File: config.mk
export PLATFORM = sky130hd
export DESIGN_NAME = ssg_env_ctrl
export DESIGN_NICKNAME = d
export VERILOG_FILES = /design/src/rtl/ssg_env_pkg.sv /design/src/rtl/ssg_shape_event.sv /design/src/rtl/ssg_step_gate.sv /design/src/rtl/ssg_att_mirror.sv /design/src/rtl/ssg_env_ctrl.sv
export SDC_FILE = /design/constraint.sdc
export NUM_CORES = 1
export LEC_CHECK = 0
export BUFFER_PORTS_ARGS = -buffer_cell sky130_fd_sc_hd__buf_2
export CAP_MARGIN = 10
export CORE_MARGIN = 10
export CORE_UTILIZATION = 45
export CTS_BUF_LIST = sky130_fd_sc_hd__clkbuf_2
export CTS_CLUSTER_SIZE = 16
export DETAILED_ROUTE_END_ITERATION = 6
export GPL_ROUTABILITY_DRIVEN = 0
export PLACE_DENSITY = 0.86
export SLEW_MARGIN = 5
export SYNTH_ARGS = -nofsm -noshare
export SYNTH_HDL_FRONTEND = slang
export SYNTH_SLANG_ARGS = --single-unit
File: constraint.sdc
create_clock -name clk -period 2.1 [get_ports clk]
set_input_delay 0.105 -clock clk [delete_from_list [all_inputs] [get_ports clk]]
set_output_delay 0.105 -clock clk [all_outputs]
set_load 0.005 [all_outputs]
File: src/rtl/ssg_env_pkg.sv
package ssg_env_pkg;
  typedef enum logic [2:0] {
    ENV_OFF = 3'd0,
    ENV_REL = 3'd1,
    ENV_SUS = 3'd2,
    ENV_DEC = 3'd3,
    ENV_ATT = 3'd4
  } env_phase_t;

  localparam int SHAPE_HOLD = 0;
  localparam int SHAPE_ALT  = 1;
  localparam int SHAPE_INV  = 2;
  localparam int SHAPE_EN   = 3;
endpackage

File: src/rtl/ssg_shape_event.sv
module ssg_shape_event
  import ssg_env_pkg::*;
#(
  parameter int ATT_W     = 10,
  parameter int RATE_W    = 7,
  parameter int FAST_RATE = 94
) (
  input  logic             clk,
  input  logic             rst,
  input  logic             tick,
  input  logic [3:0]       shape,
  input  logic [2:0]       eg_phase,
  input  logic [ATT_W-1:0] eg_att,
  input  logic [ATT_W-1:0] sus_lvl,
  input  logic [RATE_W-1:0] rate_ks,
  output logic             phase_clr,
  output logic             phase_we,
  output logic [2:0]       phase_wd,
  output logic             att_we,
  output logic [ATT_W-1:0] att_wd,
  output logic             shape_evt,
  output logic             inv_now
);
  localparam logic [ATT_W-1:0]  HALF  = ATT_W'(1) << (ATT_W - 1);
  localparam logic [ATT_W-1:0]  FULL  = '1;
  localparam logic [RATE_W-1:0] FASTR = RATE_W'(FAST_RATE);

  logic       flip_q, flip_d;
  logic       clr_d, pwe_d, awe_d, hit_ssg, hit_rel, en, above;
  logic [2:0] pwd_d;
  logic [ATT_W-1:0] awd_d;
  env_phase_t cur;

  assign cur     = env_phase_t'(eg_phase);
  assign en      = shape[SHAPE_EN];
  assign above   = (eg_att >= HALF);
  assign hit_ssg = tick && en && above && (cur > ENV_REL);
  assign hit_rel = tick && en && above && (cur == ENV_REL);
  assign inv_now = shape[SHAPE_INV] ^ flip_q;

  always_comb begin
    flip_d = flip_q;
    clr_d  = 1'b0;
    pwe_d  = 1'b0;
    pwd_d  = 3'(ENV_OFF);
    awe_d  = 1'b0;
    awd_d  = '0;
    if (!en) begin
      flip_d = 1'b0;
    end else if (hit_ssg) begin
      if (shape[SHAPE_HOLD]) begin
        if (shape[SHAPE_ALT]) flip_d = 1'b1;
        if (!(shape[SHAPE_INV] ^ flip_d) && (cur != ENV_ATT)) begin
          awe_d = 1'b1;
          awd_d = FULL;
        end
      end else begin
        if (shape[SHAPE_ALT]) flip_d = ~flip_q;
        else                  clr_d  = 1'b1;
        if (cur != ENV_ATT) begin
          pwe_d = 1'b1;
          pwd_d = (sus_lvl == '0) ? 3'(ENV_SUS) : 3'(ENV_DEC);
          if (rate_ks >= FASTR) begin
            awe_d = 1'b1;
            awd_d = '0;
          end else if (eg_att != '0) begin
            pwd_d = 3'(ENV_ATT);
          end
        end
      end
    end else if (hit_rel) begin
      awe_d = 1'b1;
      awd_d = FULL;
      pwe_d = 1'b1;
      pwd_d = 3'(ENV_OFF);
    end
  end

  always_ff @(posedge clk) begin
    if (rst) begin
      flip_q    <= 1'b0;
      phase_clr <= 1'b0;
      phase_we  <= 1'b0;
      phase_wd  <= '0;
      att_we    <= 1'b0;
      att_wd    <= '0;
      shape_evt <= 1'b0;
    end else begin
      flip_q    <= flip_d;
      phase_clr <= clr_d;
      phase_we  <= pwe_d;
      phase_wd  <= pwd_d;
      att_we    <= awe_d;
      att_wd    <= awd_d;
      shape_evt <= hit_ssg;
    end
  end

  // a phase-clear request always follows an enabled tick
  a_r2_clr_after_tick: assert property (@(posedge clk) disable iff (rst)
    phase_clr |-> ($past(tick) && $past(shape[SHAPE_EN])));

  // nothing is commanded when the previous cycle was disabled
  a_r1_quiet_disabled: assert property (@(posedge clk) disable iff (rst)
    !$past(shape[SHAPE_EN]) |-> !(phase_clr || phase_we || att_we || shape_evt));

  // attenuation writes are only ever full scale or zero
  a_r4_att_values: assert property (@(posedge clk) disable iff (rst)
    att_we |-> (att_wd == FULL || att_wd == '0));

  // phase writes never name release
  a_r7_phase_legal: assert property (@(posedge clk) disable iff (rst)
    phase_we |-> (phase_wd != 3'(ENV_REL)));

  // writing the off phase is never part of a shape event
  a_r9_off_not_event: assert property (@(posedge clk) disable iff (rst)
    (phase_we && phase_wd == 3'(ENV_OFF)) |-> !shape_evt);
endmodule

File: src/rtl/ssg_step_gate.sv
module ssg_step_gate
  import ssg_env_pkg::*;
#(
  parameter int ATT_W  = 10,
  parameter int STEP_W = 4
) (
  input  logic              clk,
  input  logic              rst,
  input  logic              en,
  input  logic [2:0]        eg_phase,
  input  logic [ATT_W-1:0]  eg_att,
  input  logic [STEP_W-1:0] step_in,
  output logic [STEP_W+1:0] step_out
);
  localparam logic [ATT_W-1:0] HALF = ATT_W'(1) << (ATT_W - 1);

  logic [STEP_W+1:0] step_d;

  always_comb begin
    if (en && (env_phase_t'(eg_phase) != ENV_ATT)) begin
      step_d = (eg_att < HALF) ? {step_in, 2'b00} : '0;
    end else begin
      step_d = {2'b00, step_in};
    end
  end

  always_ff @(posedge clk) begin
    if (rst) step_out <= '0;
    else     step_out <= step_d;
  end

  // the adjusted step never exceeds four times the input step
  a_r8_step_bound: assert property (@(posedge clk) disable iff (rst)
    step_out <= {$past(step_in), 2'b00});
endmodule

File: src/rtl/ssg_att_mirror.sv
module ssg_att_mirror
  import ssg_env_pkg::*;
#(
  parameter int ATT_W = 10
) (
  input  logic             clk,
  input  logic             rst,
  input  logic             en,
  input  logic             inv_now,
  input  logic [2:0]       eg_phase,
  input  logic [ATT_W-1:0] eg_att,
  output logic [ATT_W-1:0] att_eff
);
  localparam logic [ATT_W-1:0] HALF = ATT_W'(1) << (ATT_W - 1);

  logic             mirror;
  logic [ATT_W-1:0] eff_d;

  assign mirror = en && inv_now && (env_phase_t'(eg_phase) > ENV_REL);
  assign eff_d  = mirror ? (HALF - eg_att) : eg_att;

  always_ff @(posedge clk) begin
    if (rst) att_eff <= '0;
    else     att_eff <= eff_d;
  end

  // outside live phases the attenuation passes through untouched
  a_r10_pass_idle: assert property (@(posedge clk) disable iff (rst)
    ($past(eg_phase) <= 3'(ENV_REL)) |-> (att_eff == $past(eg_att)));
endmodule

File: src/rtl/ssg_env_ctrl.sv
module ssg_env_ctrl
  import ssg_env_pkg::*;
#(
  parameter int ATT_W     = 10,
  parameter int RATE_W    = 7,
  parameter int STEP_W    = 4,
  parameter int FAST_RATE = 94
) (
  input  logic              clk,
  input  logic              rst,
  input  logic              tick,
  input  logic [3:0]        shape,
  input  logic [2:0]        eg_phase,
  input  logic [ATT_W-1:0]  eg_att,
  input  logic [ATT_W-1:0]  sus_lvl,
  input  logic [RATE_W-1:0] rate_ks,
  input  logic [STEP_W-1:0] step_in,
  output logic              phase_clr,
  output logic              phase_we,
  output logic [2:0]        phase_wd,
  output logic              att_we,
  output logic [ATT_W-1:0]  att_wd,
  output logic              shape_evt,
  output logic [STEP_W+1:0] step_out,
  output logic [ATT_W-1:0]  att_eff
);
  logic inv_now;

  ssg_shape_event #(
    .ATT_W(ATT_W), .RATE_W(RATE_W), .FAST_RATE(FAST_RATE)
  ) u_event (
    .clk(clk), .rst(rst), .tick(tick), .shape(shape),
    .eg_phase(eg_phase), .eg_att(eg_att), .sus_lvl(sus_lvl), .rate_ks(rate_ks),
    .phase_clr(phase_clr), .phase_we(phase_we), .phase_wd(phase_wd),
    .att_we(att_we), .att_wd(att_wd), .shape_evt(shape_evt), .inv_now(inv_now)
  );

  ssg_step_gate #(
    .ATT_W(ATT_W), .STEP_W(STEP_W)
  ) u_step (
    .clk(clk), .rst(rst), .en(shape[SHAPE_EN]), .eg_phase(eg_phase),
    .eg_att(eg_att), .step_in(step_in), .step_out(step_out)
  );

  ssg_att_mirror #(
    .ATT_W(ATT_W)
  ) u_mirror (
    .clk(clk), .rst(rst), .en(shape[SHAPE_EN]), .inv_now(inv_now),
    .eg_phase(eg_phase), .eg_att(eg_att), .att_eff(att_eff)
  );

  // an event strobe always comes with a command or a phase clear,
  // unless the event found the envelope in attack or holding inverted
  a_r11_evt_has_effect: assert property (@(posedge clk) disable iff (rst)
    (shape_evt && $past(eg_phase) != 3'(ENV_ATT) && !$past(shape[SHAPE_HOLD]))
      |-> phase_we);
endmodule

Word-level counts from Yosys, hierarchy flattened
Cells that the tools add are included.
Widths: inputs -> output; s select.
{"block": "totals", "register_bits": 34, "latchBits": 0, "mem_bits_rw": 0, "romBits": 0, "out_inout_bits": 33, "elab_cells": 68, "mem_count": 0}
{"block": "op_classes", "n_addsub": 1, "mul": 0, "n_div": 0, "n_lt_le_gt_ge": 4, "n_eq_ne": 2, "n_shift": 0, "n_mux": 26, "bitwise": 8, "reduce_logical": 17}
{"operator": "$mux 10", "count": 5}
{"operator": "$mux 1", "count": 17}
{"operator": "$ge 10x10->1 const B", "count": 1}
{"operator": "$logic_not 10->1", "count": 1}
{"operator": "$lt 10x10->1 const B", "count": 1}
{"operator": "$reduce_bool 10->1", "count": 1}
{"operator": "$sub 10x10->10 const A", "count": 1}
{"operator": "$logic_and 1x1->1", "count": 8}
{"operator": "$mux 4", "count": 2}
{"operator": "$ge 7x7->1 const B", "count": 1}
{"operator": "$mux 3", "count": 2}
{"operator": "$not 1->1", "count": 6}
{"operator": "$reduce_or 5->1", "count": 1}
{"operator": "$reduce_or 4->1", "count": 1}
{"operator": "$eq 3x1->1 const B", "count": 1}
{"operator": "$gt 3x1->1 const B", "count": 1}
{"operator": "$ne 3x3->1 const B", "count": 1}
{"operator": "$reduce_or 3->1", "count": 1}
{"operator": "$reduce_and 2->1", "count": 1}
{"operator": "$reduce_bool 2->1", "count": 1}
{"operator": "$reduce_or 2->1", "count": 1}
{"operator": "$xor 1x1->1", "count": 2}
{"operator": "$logic_not 1->1", "count": 1}

Logic depth before layout (Yosys ltp)
{"block": "logic_depth", "word_depth": 11, "mapped_depth": 6, "mapped_depth_nobuf": 6}

Cells and area by module
From an unflattened synthesis, not the netlist that was laid out.
{"block": "hier_totals", "cells_unflattened": 123, "hier_area_um2": 1172.4}
{"module": "ssg_att_mirror", "instances": 1, "cells_per_inst": 57, "area_per_inst_um2": 509.2, "seq_area_each_um2": 200.2}
{"module": "ssg_shape_event", "instances": 1, "cells_per_inst": 50, "area_per_inst_um2": 469.2, "seq_area_each_um2": 180.2}
{"module": "ssg_step_gate", "instances": 1, "cells_per_inst": 16, "area_per_inst_um2": 193.9, "seq_area_each_um2": 120.1}

Least setup slack after synthesis
OpenSTA, ideal clock, no wires.
{"block": "synth_path", "path_type": "register to register", "from": "register u_event.flip_q", "to": "register u_mirror.att_eff[9]", "setup_time_ns": 0.071, "t_arrival_ns": 1.359, "slack_ns": 0.670, "path_stages_with_launch": 5, "n_path_buf": 0, "synth_period_minus_slack_ns": 1.430, "cell_sequence": "dfxtp_1 xnor2_1 or2_4 or4_1 a21oi_1"}
{"block": "synth_between", "elab_chain_len": 4}
{"item": "from (decl)", "line_no": "ssg_shape_event.sv:28", "source": "logic flip_q, flip_d;"}
{"item": "from (signal assigned)", "line_no": "ssg_shape_event.sv:89", "source": "flip_q <= flip_d;"}
{"item": "$xor 1x1->1", "line_no": "ssg_shape_event.sv:39", "source": "assign inv_now = shape[SHAPE_INV] ^ flip_q;"}
{"item": "$logic_and 1x1->1 (2 in a row)", "line_no": "ssg_att_mirror.sv:19", "source": "assign mirror = en && inv_now && (env_phase_t'(eg_phase) > ENV_REL);"}
{"item": "$mux 10", "line_no": "ssg_att_mirror.sv:20", "source": "assign eff_d = mirror ? (HALF - eg_att) : eg_att;"}
{"item": "to (signal assigned)", "line_no": "ssg_att_mirror.sv:23", "source": "if (rst) att_eff <= '0;"}
{"item": "to (signal assigned)", "line_no": "ssg_att_mirror.sv:24", "source": "else att_eff <= eff_d;"}
{"item": "to (decl)", "line_no": "ssg_att_mirror.sv:12", "source": "output logic [ATT_W-1:0] att_eff"}
No other way between the ends.
A chain may end at the register's enable or synchronous reset.

Worst setup path in the final report
{"block": "layout_path", "from": "input eg_att[0]", "to": "register u_event.phase_wd[0]"}
{"block": "layout_between", "elab_chain_len": 5}
{"item": "from (decl)", "line_no": "ssg_env_ctrl.sv:14", "source": "input logic [ATT_W-1:0] eg_att,"}
{"item": "$ge 10x10->1", "line_no": "ssg_shape_event.sv:36", "source": "assign above = (eg_att >= HALF);"}
{"item": "$logic_and 1x1->1 (2 in a row)", "line_no": "ssg_shape_event.sv:37", "source": "assign hit_ssg = tick && en && above && (cur > ENV_REL);"}
{"item": "$not 1->1 (no line)"}
{"item": "$reduce_or 5->1 (no line)"}
{"item": "to (signal assigned)", "line_no": "ssg_shape_event.sv:92", "source": "phase_wd <= pwd_d;"}
{"item": "to (decl)", "line_no": "ssg_shape_event.sv:18", "source": "output logic [2:0] phase_wd,"}
Parallel ways exist; a longest one is shown, timed or not.

==> impl_summary.txt <==
----------------------------------------------------
[Layout]
  Layout filler cell count ... 181
  Filler-free cell count of the finished design ... 221
  Share of layout cells above drive strength 1 ... ~40%
  Share of the core filled with cells in the final layout ... between 60% and 70%
  Register ranked first by flip-flop count ... u_mirror.att_eff
  Net total in the final layout ... 236
  Max reg flops ... 10
  Final antenna diode count ... 0
  Leading registers by flop count ... u_mirror.att_eff: 10 flops, u_step.step_out: 6 flops, u_event.phase_wd: 3 flops
  P&R area growth vs syn ... 41.45%
  Final Cell Area ... ~1500 um2

[GRT]
  Met1 track demand over resource ... 14.34%
  Total Routing Usage GR ... roughly 14%
  Met2 Use GR ... between 20% and 30%
  First-pass GRT wire length ... 5126 um
  GRT met3 Usage ... 4.187%
  Largest net degree at the start of global routing ... 19
  Most heavily used metal layer in global routing ... met2
  Leftover overflow at the end of global routing ... 0
  Antenna violations before repair ... 0
  Number of global-route vias before repair ... between 1,000 and 1,500

[CTS]
  CTS tree ... yes
  Maximum buffer depth of the clock tree ... 2
  Clock insertion delay at the later pin of the skew report ... 0.34 ns
  Clock slew at the register clock pins of the worst setup and hold paths ... 0.24 ns
  Number of buffers created by CTS ... 3
  CTS sink count ... 25
  H-tree depth ... 1
  Number of instances resized during post-cts repair ... 0
  Root buffer cell ... clkbuf_2

[Place]
  Instance area after placement ... 1389 um2
  Port buffer count ... 72
  Placed Cells ... 207
  Final HPWL DP ... between 2000 and 3000 um

[Run status]
  Status ... complete, no violations

[Routing]
  Detailed-route via count ... 1,155
  Final routed wirelength across all metal layers ... 3477 um
  Avg WL per Cell ... roughly 16 um
  Number of design-rule violations left by the first detailed-router iteration ... 43
  DRC errors left ... 0
  Number of nets with antenna violations after detailed routing ... 0
  Detail-routed via count per cell ... roughly 5.2
  Number of detailed-routing iterations run before antenna repair ... 4

[Synthesis]
  Register area share after synthesis ... 46.84%
  Dominant synthesized flop cell ... dfxtp_1
  Most frequent cells after synthesis ... dfxtp_1 (25), nor2_1 (16), buf_4 (9)
  Leading post-synthesis cells by cell area ... dfxtp_1 (47%), buf_4 (6.3%), nor2_1 (5.6%)
  Synthesized net count ... 160
  Synthesized area per cell ... 9.055 um2
  Number of synthesized flops with an enable pin ... 0
  Top-count cell post-synth ... dfxtp_1
  Count of synthesis-stage warnings from yosys ... 0
  Top-area cell type share of the netlist area ... 46.84%
  Dominant cell type by area after synthesis ... dfxtp_1
  Number of standard cells after synthesis ... roughly 120
  Flop and latch count out of synthesis ... 25
  Proportion of register bits with asynchronous set or reset after synthesis ... 0%
  Synthesized area ... 1069 um2
  Unique cell type count in the Yosys netlist ... 34

[Critical path]
  Required time of the critical path ... 2.39 ns
  Startpoint-to-endpoint class of the critical path ... primary input to flip-flop
  CP endpoint kind ... flip-flop
  Critical path's largest stage delay ... 0.53 ns
  Maximum fanout along the worst path ... 4
  Arrival time of data at the critical path endpoint ... 2.08 ns
  Slowest cell on the critical path ... dlygate4sd3_1
  List of cells traversed by the critical path ... dlygate4sd3_1 -> buf_2 -> inv_1 -> ha_1 -> nor3b_1 -> a32oi_1 -> nand3b_1 -> a31oi_1
  Setup crit start kind ... primary input

[STA]
  Achievable clock frequency ... about 560 MHz
  Number of slew-limit violations in the final report ... 0
  Period Utilization, post-route ... 85.05%
  Min Tclk post-route ... 1.786 ns
  Unrepaired setup endpoints after global routing ... false
  Total setup violations reported at the end of the flow ... 0
  Aggregate negative setup slack ... 0 ns
  Actual transition at the worst max-transition pin ... 0.5733 ns
  Worst rel slew slack ... 61.50%
  Final Hold Slack ... 0.01925 ns
  Final hold violation count ... 0
  Final Skew ... 0.005938 ns

[Floorplanning]
  Starting Density ... around 48%
  Vertical die dimension ... 68.73 um
  Die W ... 68.73 um
  Placeable core area ... 2233 um2
  Number of rows in the core area ... 17
  Die Outline Area ... 4724 um2
  Number of primary I/O pins ... between 70 and 80

[Power and ir drop]
  Pwr Density ... 568.6 nW/um2
  Maximum VDD drop ... 0.0003605 V
  Leak Pwr ... 0.7613 nW

[Worst hold path]
  Hold crit path type ... primary input to flip-flop

[Flow run]
  Max Cap Viol ... 0

----------------------------------------------------
logic make-up (layout without fill, tap and decap cells):
logic type	after synthesis	after routing	synth area share [%]
AO/OA/AOI/OAI	21	21	13.23
XOR/XNOR	7	7	5.738
adder cells (fa/ha/maj)	1	1	1.171
buffers and inverters	15	90	8.430
flip-flops	25	25	46.84
multiplexers	1	1	1.054
AND/OR/NAND/NOR	48	48	23.53
worst max-delay path, delay by kind of cell:
| family | cells | cell delay, ns |
|---|---|---|
| buffers and inverters | 3 | 0.73 |
| AND/OR/NAND/NOR | 2 | 0.66 |
| AO/OA/AOI/OAI | 2 | 0.38 |
| adder cells (fa/ha/maj) | 1 | 0.19 |
report_power, final:
part           switching [mW]  leakage, nW  internal (mW)
clock                   0.148       0.0126         0.0442
combinational          0.0802        0.543         0.0848
sequential            0.00508        0.205          0.497
worst paths after layout:
path	start	endpoint	slack, ns	cells past startpoint
worst max register to register	u_event.flip_q	u_mirror.att_eff[9]	0.49	4
worst min register to register	u_event.flip_q	u_event.flip_q	0.55	1
worst max-delay path	eg_att[0]	u_event.phase_wd[0]	0.31	8
worst min-delay path	eg_att[8]	u_mirror.att_eff[8]	0.02	3
per-layer routing:
metal  share of wire (%)  routed length (um)
met2                  55                1908
met5                   0                   0
met3                  12                 413
met4                 1.8                  61
met1                  31                1094
repair_timing:
action,4_1_cts,5_1_grt
endpoints found under the setup margin,0,0
hold buffers,9,1
setup buffers,0,0
endpoints found under the hold margin,12,1
layout make-up:
type / count / area [um2] / share of cell area, %
inverters: 4 / 15.01 / 0.9934
repair buffers: 82 / 460.4 / 30.46
flip-flops and latches: 25 / 500.5 / 33.11
clock buffers: 3 / 15.01 / 0.9934
clock inverters: 1 / 7.507 / 0.4967
multi-input cells: 78 / 478.0 / 31.62
well taps: 28 / 35.03 / 2.318
cell usage in the layout, fill, tap and decap left out, drive strengths merged, types with 2 or more instances in the layout:
master and instances:
a21oi 7, nor3 7, dlygate4sd3 10, buf 72, a211oi 2, inv 4, clkbuf 3, xnor2 6
nand3b 2, nor2b 2, and2 4, nor2 16, nor4 4, or3 2, nand2 3, nor3b 2
dfxtp 25, a22o 2, o21ai 3, and3 2
through the flow:
step | worst slack [ns] | total power, mW
after floorplan | 0.6699 | 0.5798
after global placement | 0.5898 | 0.6517
after detailed placement | 0.5560 | 0.6588
after CTS | 0.3659 | 0.8577
after global routing | 0.1106 | 0.9040
final | 0.3139 | 0.8594
(Power assumes the default switching activity.)
